**src/rtl/itw_pkg.sv**
```systemverilog
`timescale 1ns/1ps
package itw_pkg;

    localparam int ITW_AW       = 32;
    localparam int ITW_CW       = 5;
    localparam int ITW_GRAN_LSB = 12;
    localparam int ITW_CODE_MIN = 11;
    localparam int ITW_CODE_MAX = 29;

    typedef enum logic [1:0] {
        CODE_OFF = 2'd0,
        CODE_RSV = 2'd1,
        CODE_OK  = 2'd2
    } itw_code_e;

    function automatic itw_code_e classify_code(input int code, input int cmin, input int cmax);
        if (code == 0)
            return CODE_OFF;
        else if (code >= cmin && code <= cmax)
            return CODE_OK;
        else
            return CODE_RSV;
    endfunction

endpackage

```
**src/rtl/itw_regs.sv**
```systemverilog
`timescale 1ns/1ps
module itw_regs #(
    parameter int AW       = itw_pkg::ITW_AW,
    parameter int CW       = itw_pkg::ITW_CW,
    parameter int GRAN_LSB = itw_pkg::ITW_GRAN_LSB
) (
    input  logic          clk,
    input  logic          rst,
    input  logic          we,
    input  logic          sel,
    input  logic [AW-1:0] wdata,
    output logic [AW-1:0] rdata,
    output logic [AW-1:0] tbase,
    output logic [AW-1:0] ibase,
    output logic [CW-1:0] code
);
    localparam int PAD_W  = GRAN_LSB - CW;
    localparam int TB_W   = AW - 1 - GRAN_LSB;
    localparam int IB_W   = AW - GRAN_LSB;

    logic [TB_W-1:0] tbase_q;
    logic [IB_W-1:0] ibase_q;
    logic [CW-1:0]   code_q;

    always_ff @(posedge clk) begin
        if (rst) begin
            tbase_q <= '0;
            ibase_q <= '0;
            code_q  <= '0;
        end else if (we) begin
            if (!sel) begin
                tbase_q <= wdata[AW-2:GRAN_LSB];
                code_q  <= wdata[CW-1:0];
            end else begin
                ibase_q <= wdata[AW-1:GRAN_LSB];
            end
        end
    end

    logic [AW-1:0] ctl_view;
    logic [AW-1:0] ib_view;

    generate
        if (PAD_W > 0) begin : g_pad
            assign ctl_view = {1'b0, tbase_q, {PAD_W{1'b0}}, code_q};
        end else begin : g_nopad
            assign ctl_view = {1'b0, tbase_q, code_q[GRAN_LSB-1:0]};
        end
    endgenerate

    assign ib_view = {ibase_q, {GRAN_LSB{1'b0}}};
    assign rdata   = sel ? ib_view : ctl_view;
    assign tbase   = {1'b0, tbase_q, {GRAN_LSB{1'b0}}};
    assign ibase   = ib_view;
    assign code    = code_q;
endmodule

```
**src/rtl/itw_decode.sv**
```systemverilog
`timescale 1ns/1ps
module itw_decode #(
    parameter int AW       = itw_pkg::ITW_AW,
    parameter int CW       = itw_pkg::ITW_CW,
    parameter int CODE_MIN = itw_pkg::ITW_CODE_MIN,
    parameter int CODE_MAX = itw_pkg::ITW_CODE_MAX
) (
    input  logic [CW-1:0] code,
    output logic          enable,
    output logic [AW-1:0] low_mask
);
    import itw_pkg::*;

    itw_code_e cls;

    always_comb begin
        cls    = classify_code(int'(code), CODE_MIN, CODE_MAX);
        enable = (cls == CODE_OK);
        for (int i = 0; i < AW; i++) begin
            low_mask[i] = enable && (i <= int'(code));
        end
    end
endmodule

```
**src/rtl/itw_match.sv**
```systemverilog
`timescale 1ns/1ps
module itw_match #(
    parameter int AW = itw_pkg::ITW_AW
) (
    input  logic          clk,
    input  logic          rst,
    input  logic          enable,
    input  logic [AW-1:0] low_mask,
    input  logic [AW-1:0] tbase,
    input  logic [AW-1:0] ibase,
    input  logic          in_valid,
    input  logic [AW-1:0] in_addr,
    output logic          hit,
    output logic [AW-1:0] xlat_addr
);
    logic          hit_n;
    logic [AW-1:0] xlat_n;
    logic          hit_q;
    logic [AW-1:0] xlat_q;

    always_comb begin
        hit_n  = in_valid && enable &&
                 ((in_addr & ~low_mask) == (ibase & ~low_mask));
        xlat_n = hit_n ? ((tbase & ~low_mask) | (in_addr & low_mask)) : '0;
    end

    always_ff @(posedge clk) begin
        if (rst) begin
            hit_q  <= 1'b0;
            xlat_q <= '0;
        end else begin
            hit_q  <= hit_n;
            xlat_q <= xlat_n;
        end
    end

    assign hit       = hit_q;
    assign xlat_addr = xlat_q;
endmodule

```
**src/rtl/itw_top.sv**
```systemverilog
`timescale 1ns/1ps
module itw_top #(
    parameter int AW       = itw_pkg::ITW_AW,
    parameter int CW       = itw_pkg::ITW_CW,
    parameter int GRAN_LSB = itw_pkg::ITW_GRAN_LSB,
    parameter int CODE_MIN = itw_pkg::ITW_CODE_MIN,
    parameter int CODE_MAX = itw_pkg::ITW_CODE_MAX
) (
    input  logic          clk,
    input  logic          rst,
    input  logic          reg_we,
    input  logic          reg_sel,
    input  logic [AW-1:0] reg_wdata,
    output logic [AW-1:0] reg_rdata,
    input  logic          in_valid,
    input  logic [AW-1:0] in_addr,
    output logic          hit,
    output logic [AW-1:0] xlat_addr
);
    logic [AW-1:0] tbase_w;
    logic [AW-1:0] ibase_w;
    logic [CW-1:0] code_w;
    logic          enable_w;
    logic [AW-1:0] mask_w;

    itw_regs #(.AW(AW), .CW(CW), .GRAN_LSB(GRAN_LSB)) regs_i (
        .clk   (clk),
        .rst   (rst),
        .we    (reg_we),
        .sel   (reg_sel),
        .wdata (reg_wdata),
        .rdata (reg_rdata),
        .tbase (tbase_w),
        .ibase (ibase_w),
        .code  (code_w)
    );

    itw_decode #(.AW(AW), .CW(CW), .CODE_MIN(CODE_MIN), .CODE_MAX(CODE_MAX)) dec_i (
        .code     (code_w),
        .enable   (enable_w),
        .low_mask (mask_w)
    );

    itw_match #(.AW(AW)) match_i (
        .clk       (clk),
        .rst       (rst),
        .enable    (enable_w),
        .low_mask  (mask_w),
        .tbase     (tbase_w),
        .ibase     (ibase_w),
        .in_valid  (in_valid),
        .in_addr   (in_addr),
        .hit       (hit),
        .xlat_addr (xlat_addr)
    );
endmodule

```
**config.mk**
```make
export PLATFORM = sky130hd
export DESIGN_NAME = itw_top
export DESIGN_NICKNAME = d
export VERILOG_FILES = /design/src/rtl/itw_pkg.sv /design/src/rtl/itw_regs.sv /design/src/rtl/itw_decode.sv /design/src/rtl/itw_match.sv /design/src/rtl/itw_top.sv
export SDC_FILE = /design/constraint.sdc
export NUM_CORES = 1
export LEC_CHECK = 0
export ABC_CLOCK_PERIOD_IN_PS = 1900
export BUFFER_PORTS_ARGS = -buffer_cell sky130_fd_sc_hd__buf_2
export CORE_AREA = 3 3 121 123
export CTS_BUF_LIST = sky130_fd_sc_hd__clkbuf_2
export DETAILED_ROUTE_END_ITERATION = 10
export DIE_AREA = 0 0 124 126
export PLACE_DENSITY = 0.5
export SETUP_SLACK_MARGIN = 0.3
export SYNTH_ARGS = -nofsm -noshare
export SYNTH_HDL_FRONTEND = slang
export SYNTH_SLANG_ARGS = --single-unit
```
**constraint.sdc**
```tcl
create_clock -name clk -period 1.9 [get_ports clk]
set_input_delay 0.095 -clock clk [delete_from_list [all_inputs] [get_ports clk]]
set_output_delay 0.095 -clock clk [all_outputs]
set_load 0.02 [all_outputs]
```
Word level (Yosys, flattened, before mapping)
Cells that the tools add are included.

Word-level logic and storage cells: 89. Register bits after elaboration: 77. Input bits: 69. Output and inout port bits: 65.

Reduce and logical (&&, ||, !) cells: 38. Magnitude comparators: 33. Equal/unequal tests: 2. Muxes and demuxes: 3. Bitwise logic cells: 8.

Operator list (number): $and 32x32->32 (3); $le 5x5->1 const A (16); $le 4x5->1 const A (8); $logic_and 1x1->1 (34); $and 31x32->32 (1); $eq 32x32->1 (1); $mux 32 (1); $not 32->32 (1); $or 32x32->32 (1); $le 3x5->1 const A (4); $le 2x5->1 const A (2); $ge 5x4->1 const B (1); $le 1x5->1 const A (1); $le 5x5->1 const B (1); $logic_not 5->1 (1); $mux 2 (2); $reduce_and 2->1 (2); $eq 2x2->1 const B (1); $not 1->1 (2); $reduce_or 2->1 (1).

Logic depth before layout (Yosys ltp)
Depth after elaboration: 12. Mapped depth: 8. Gate-level depth less buffers: 5.

Modules after synthesis
From an unflattened synthesis, not the netlist that was laid out.

Cell total of the unflattened synthesis: 466. Area total of the unflattened synthesis: 4669.5 um^2.

Modules (own cells, without submodules): itw_regs (area an instance 2378.5 um^2, instances 1, cells each 235, seq. area each 880.8 um^2); itw_match (area an instance 1874.3 um^2, instances 1, cells each 167, seq. area each 660.6 um^2); itw_decode (area an instance 416.6 um^2, instances 1, cells each 64, seq. area each 0.0 um^2).

Least setup slack after synthesis
OpenSTA, ideal clock, no wires.

Path type: register -> register. Start point: register regs_i.code_q[1] (netlist: regs_i.code[1]). End point: register match_i.xlat_q[17] (netlist: match_i.xlat_addr[17]). Path slack: 0.109 ns. Arrival time: 1.703 ns. Cell stages (with the launch flop): 8. Buffers on the path: 2. Clock period less this slack: 1.791 ns. Library setup time: 0.088 ns. Data required time: 1.812 ns. Path through: dfxtp_1 -> buf_6 -> and4b_1 -> nand2_1 -> a222oi_1 -> nand3_2 -> buf_4 -> nor4_2.

Cells in the longest elaborated chain, start to end: 12. Elaborated cells on any way between the ends: 80. Classes of those cells: order compare: 33; eq/ne: 2; mux: 2; bitwise: 7; reduce/logical: 36.

RTL lines: from (decl) (RTL line itw_regs.sv:23) `logic [CW-1:0] code_q;`; from (signal assigned) (RTL line itw_regs.sv:33) `code_q <= wdata[CW-1:0];`; $ge 5x4->1 or $le 5x5->1 (tied branches) (RTL line itw_pkg.sv:19) `else if (code >= cmin && code <= cmax)`; $logic_and 1x1->1 (RTL line itw_pkg.sv:19); $mux 2 (RTL line itw_pkg.sv:19); $mux 2 (RTL line itw_pkg.sv:17) `if (code == 0)`; $eq 2x2->1 (RTL line itw_decode.sv:18) `enable = (cls == CODE_OK);`; $logic_and 1x1->1 (RTL line itw_decode.sv:20) `low_mask[i] = enable && (i <= int'(code));`; $not 32->32 (RTL line itw_match.sv:23, itw_match.sv:24); $and 32x32->32 (RTL line itw_match.sv:23) `((in_addr & ~low_mask) == (ibase & ~low_mask));`; $eq 32x32->1 (RTL line itw_match.sv:23); $logic_and 1x1->1 (RTL line itw_match.sv:22) `hit_n = in_valid && enable &&`; $not 1->1 (no source line); $reduce_or 2->1 (no source line); to (signal assigned) (RTL line itw_match.sv:33) `xlat_q <= xlat_n;`; to (decl) (RTL line itw_match.sv:19) `logic [AW-1:0] xlat_q;`.

Several ways; a longest one is shown, not always the timed one. A chain may end at the register's enable or synchronous reset.

Worst setup path after layout
Start point: register regs_i.code_q[1] (netlist: regs_i.code[1]). End point: register match_i.xlat_q[13] (netlist: match_i.xlat_addr[13]).

Same word-level chain as after synthesis.

==> flow_metrics.tcl <==
set metrics [dict create \
    grt_overflow 0 \
    gp_congestion 0.8256 \
    fin_cells 809 \
    wl_per_cell_um 15.05 \
    clock-sinks 77 \
    nFillCells 1396 \
    routed_via_density 4.539 \
    dieWidth_um 124 \
    numCtsBuffers 9 \
    final_hold_viol_count 0 \
    setup_viol 15 \
    slew_violations 0 \
    status "complete, but fails checks" \
    path_class "reg -> reg" \
    arrival_ps 2410 \
    cts_tree "done" \
    track_usage_pct 15.65 \
    drt_iter0_markers 171 \
    crit_path_frequent_cell "buf_6" \
    grt_pass1_vias 3577 \
    routed_wirelength_um 12180 \
    core-area_um2 13770 \
    holdCritPathClass "in -> reg" \
    cap_violations 0 \
    drt_pass1_iterations 4 \
    clock_latency_ps 560 \
    via_count 3672 \
    ioPinCount 134 \
    antenna_cells 0 \
    setup_slack_ps -46.52 \
    period_share_pct 102.4 \
    fin_skew_ps 23.93 \
    synth-async-reset-ratio_pct 0 \
    yosysSeqAreaShare_pct 40.46 \
    synth.avg_cell_area_um2 9.136 \
    rsz0062_at_grt "true" \
    ant_nets 0 \
    nets 693 \
    period_needed_ps 1947 \
    ys.flop_type "dfxtp_1" \
    synth_edf_count 0 \
    max_freq_ghz 0.5137 \
    path_max_fanout 8 \
    max_stage_delay_ps 440 \
    syn_inst 417 \
    netlist_area_um2 3810 \
    initial_utilization_pct 27.66 \
    p_per_area_nw_per_um2 568.0 \
    peakVddDrop_uv 316.5 \
    path_clk_slew_ps 210 \
    grt_max_degree 45 \
    p_leak_nw 2.599 \
    io_buffer_count 119 \
    area.growth.synth_to_final_pct 53.17 \
    drive_above_1_share_pct 41.49 \
    synth_cell_type_count 48 \
    synth-seq-cells 77 \
    dp_cells 724 \
    crit_path_cell_trace "buf_6 > and4b_1 > o21ai_2 > a221oi_2 > nand4_1 > buf_6 > clkbuf_16 > nor4_4" \
    violations "setup timing" \
    critPathLaunchType "flip-flop" \
    drt_drc_violations_left 0 \
    cp_slowest_cell "dfxtp_4" \
    die-area_um2 15620 \
    cp-end-kind "flip-flop" \
    htreeDepth 3 \
    fp.dieH_um 126 \
    dpl.hpwl_um 8623 \
    rows 43 \
    antenna_found_initial 0 \
    grt_pass1_wl_um 18720 \
    yosys_warnings 0 \
    root_buffer "clkbuf_2" \
    clk_path_buf_depth 2 \
    required_ps 2370 \
    place_ws_ps -172.6 \
]
==> per-stage QoR <==
stage | total power [mW] | util, % | setup TNS, ps | hold WS (ps) | area, um^2
6_report | 3.315 | 42.37 | -267.9 | 73.71 | 5836
5_1_grt | 3.479 | 42.37 | -3224 | 45.80 | 5836
4_1_cts | 3.346 | 41.17 | 0 | 2.970 | 5670
3_5_place_dp | 2.246 | 34.87 | -4525 | 331.8 | 4803
3_3_place_gp | 2.243 | 34.87 | -3907 | 330.5 | 4803
2_1_floorplan | 2.030 | - | 0 | 221.1 | 3852
==> state kept, by name, summed over array words and instances (netlist names) <==
signal	flops
match_i.hit	1
match_i.xlat_addr	32
regs_i.code	5
regs_i.ibase_q	20
regs_i.tbase_q	19
==> cells in the mapped netlist, types with 2 or more instances <==
| library cell | n | area share [%] |
|---|---|---|
| mux2_2 | 19 | 5.6 |
| buf_4 | 12 | 2.4 |
| xor2_1 | 13 | 3.0 |
| o21ai_0 | 3 | 0.39 |
| clkbuf_1 | 15 | 1.5 |
| buf_1 | 3 | 0.30 |
| and4b_1 | 2 | 0.53 |
| nor4_2 | 23 | 7.6 |
| a32oi_1 | 2 | 0.46 |
| and2_1 | 3 | 0.49 |
| nor4b_1 | 2 | 0.46 |
| nand2_1 | 105 | 10 |
| nor4_1 | 3 | 0.49 |
| buf_2 | 6 | 0.79 |
| dfxtp_1 | 77 | 40 |
| a31oi_1 | 3 | 0.49 |
| nand3_1 | 2 | 0.26 |
| o21a_1 | 2 | 0.39 |
| nor2b_1 | 7 | 1.1 |
| a21oi_1 | 47 | 6.2 |
| buf_6 | 7 | 2.1 |
| nor4b_2 | 4 | 1.6 |
| o211ai_1 | 3 | 0.59 |
| or3_1 | 2 | 0.33 |
| nand3_2 | 2 | 0.53 |
| xnor2_1 | 8 | 1.8 |
| mux2i_1 | 20 | 5.3 |
| a22oi_1 | 2 | 0.39 |
==> layout by cell type (no fill, tap or decap), drive strengths merged, types with 2 or more instances in the layout <==
cell         count
xor2            14
xnor2            8
a21oi           47
clkbuf          11
mux2i           20
o211ai           3
nor4b            6
nand2          106
dlygate4sd3     55
and2             3
o21ai            4
clkinv           5
nor2b            7
conb             8
buf            175
or3              2
bufinv           2
nand3            5
a31oi            3
mux2            19
a22oi            2
a32oi            2
nor4            26
dfxtp           77
o21a             2
and4b            2
==> power breakdown <==
group | switching [mW] | total (mW) | internal, mW | leakage, nW
Combinational | 0.321 | 0.636 | 0.315 | 1.89
Clock | 0.563 | 0.980 | 0.416 | 0.0758
Sequential | 0.0400 | 1.70 | 1.66 | 0.629
Total | 0.925 | 3.31 | 2.39 | 2.60
==> path summary, 6_finish.rpt <==
kind | start | end | slack (ps) | cells after the start
setup / recovery | regs_i.code[1] | match_i.xlat_addr[13] | -50 | 8
hold / removal | reg_we | regs_i.ibase_q[14] | 70 | 5
setup reg to reg | regs_i.code[1] | match_i.xlat_addr[13] | -50 | 8
hold reg to reg | regs_i.tbase_q[7] | regs_i.tbase_q[7] | 490 | 2
==> repair_timing <==
action | in CTS | in global routing
gates resized for setup | 29 | 24
endpoints found under the hold margin | 74 | 0
endpoints found under the setup margin | 36 | 37
gates cloned | 1 | 2
pin swaps | 2 | 4
buffers inserted | 7 | 4
hold buffers | 55 | 0
==> cell type report <==
type	instances	area [um^2]	area share (%)
clock inverter	7	80.08	1.372
inverter	1	3.754	0.06432
sequential	77	1558	26.69
tap	180	225.2	3.859
clock buffer	9	45.04	0.7719
multi-input combinational	303	2162	37.05
timing repair buffer	232	1762	30.19
==> layer usage <==
| layer | vias up | global-route usage (%) | routed length (um) |
|---|---|---|---|
| met5 | - | 0 | 0 |
| met4 | 0 | 4.317 | 210 |
| li1 | 1845 | - | - |
| met2 | 119 | 25.26 | 5799 |
| met1 | 1691 | 20.20 | 5273 |
| met3 | 17 | 4.760 | 891 |
==> cells by family (layout without fill, tap and decap cells) <==
| logic type | count (synthesis) | count (layout) | share of synthesized area (%) |
|---|---|---|---|
| other | 1 | 8 | 0.09843 |
| muxes | 39 | 39 | 10.87 |
| and+or+nand+nor | 163 | 163 | 25.42 |
| AOI/OAI and AO/OA | 71 | 71 | 10.80 |
| DFF | 77 | 77 | 40.46 |
| xor gates and xnor gates | 22 | 22 | 5.255 |
| buffers and inverters | 44 | 249 | 7.094 |
==> worst max-delay path: cells and delay by family (launching register included) <==
kind            cells  cell delay (ps)
buf+inv             3              480
simple gates        3              630
flops               1              440
compound gates      2              320
Note: power is estimated with default switching activity, not from simulation.
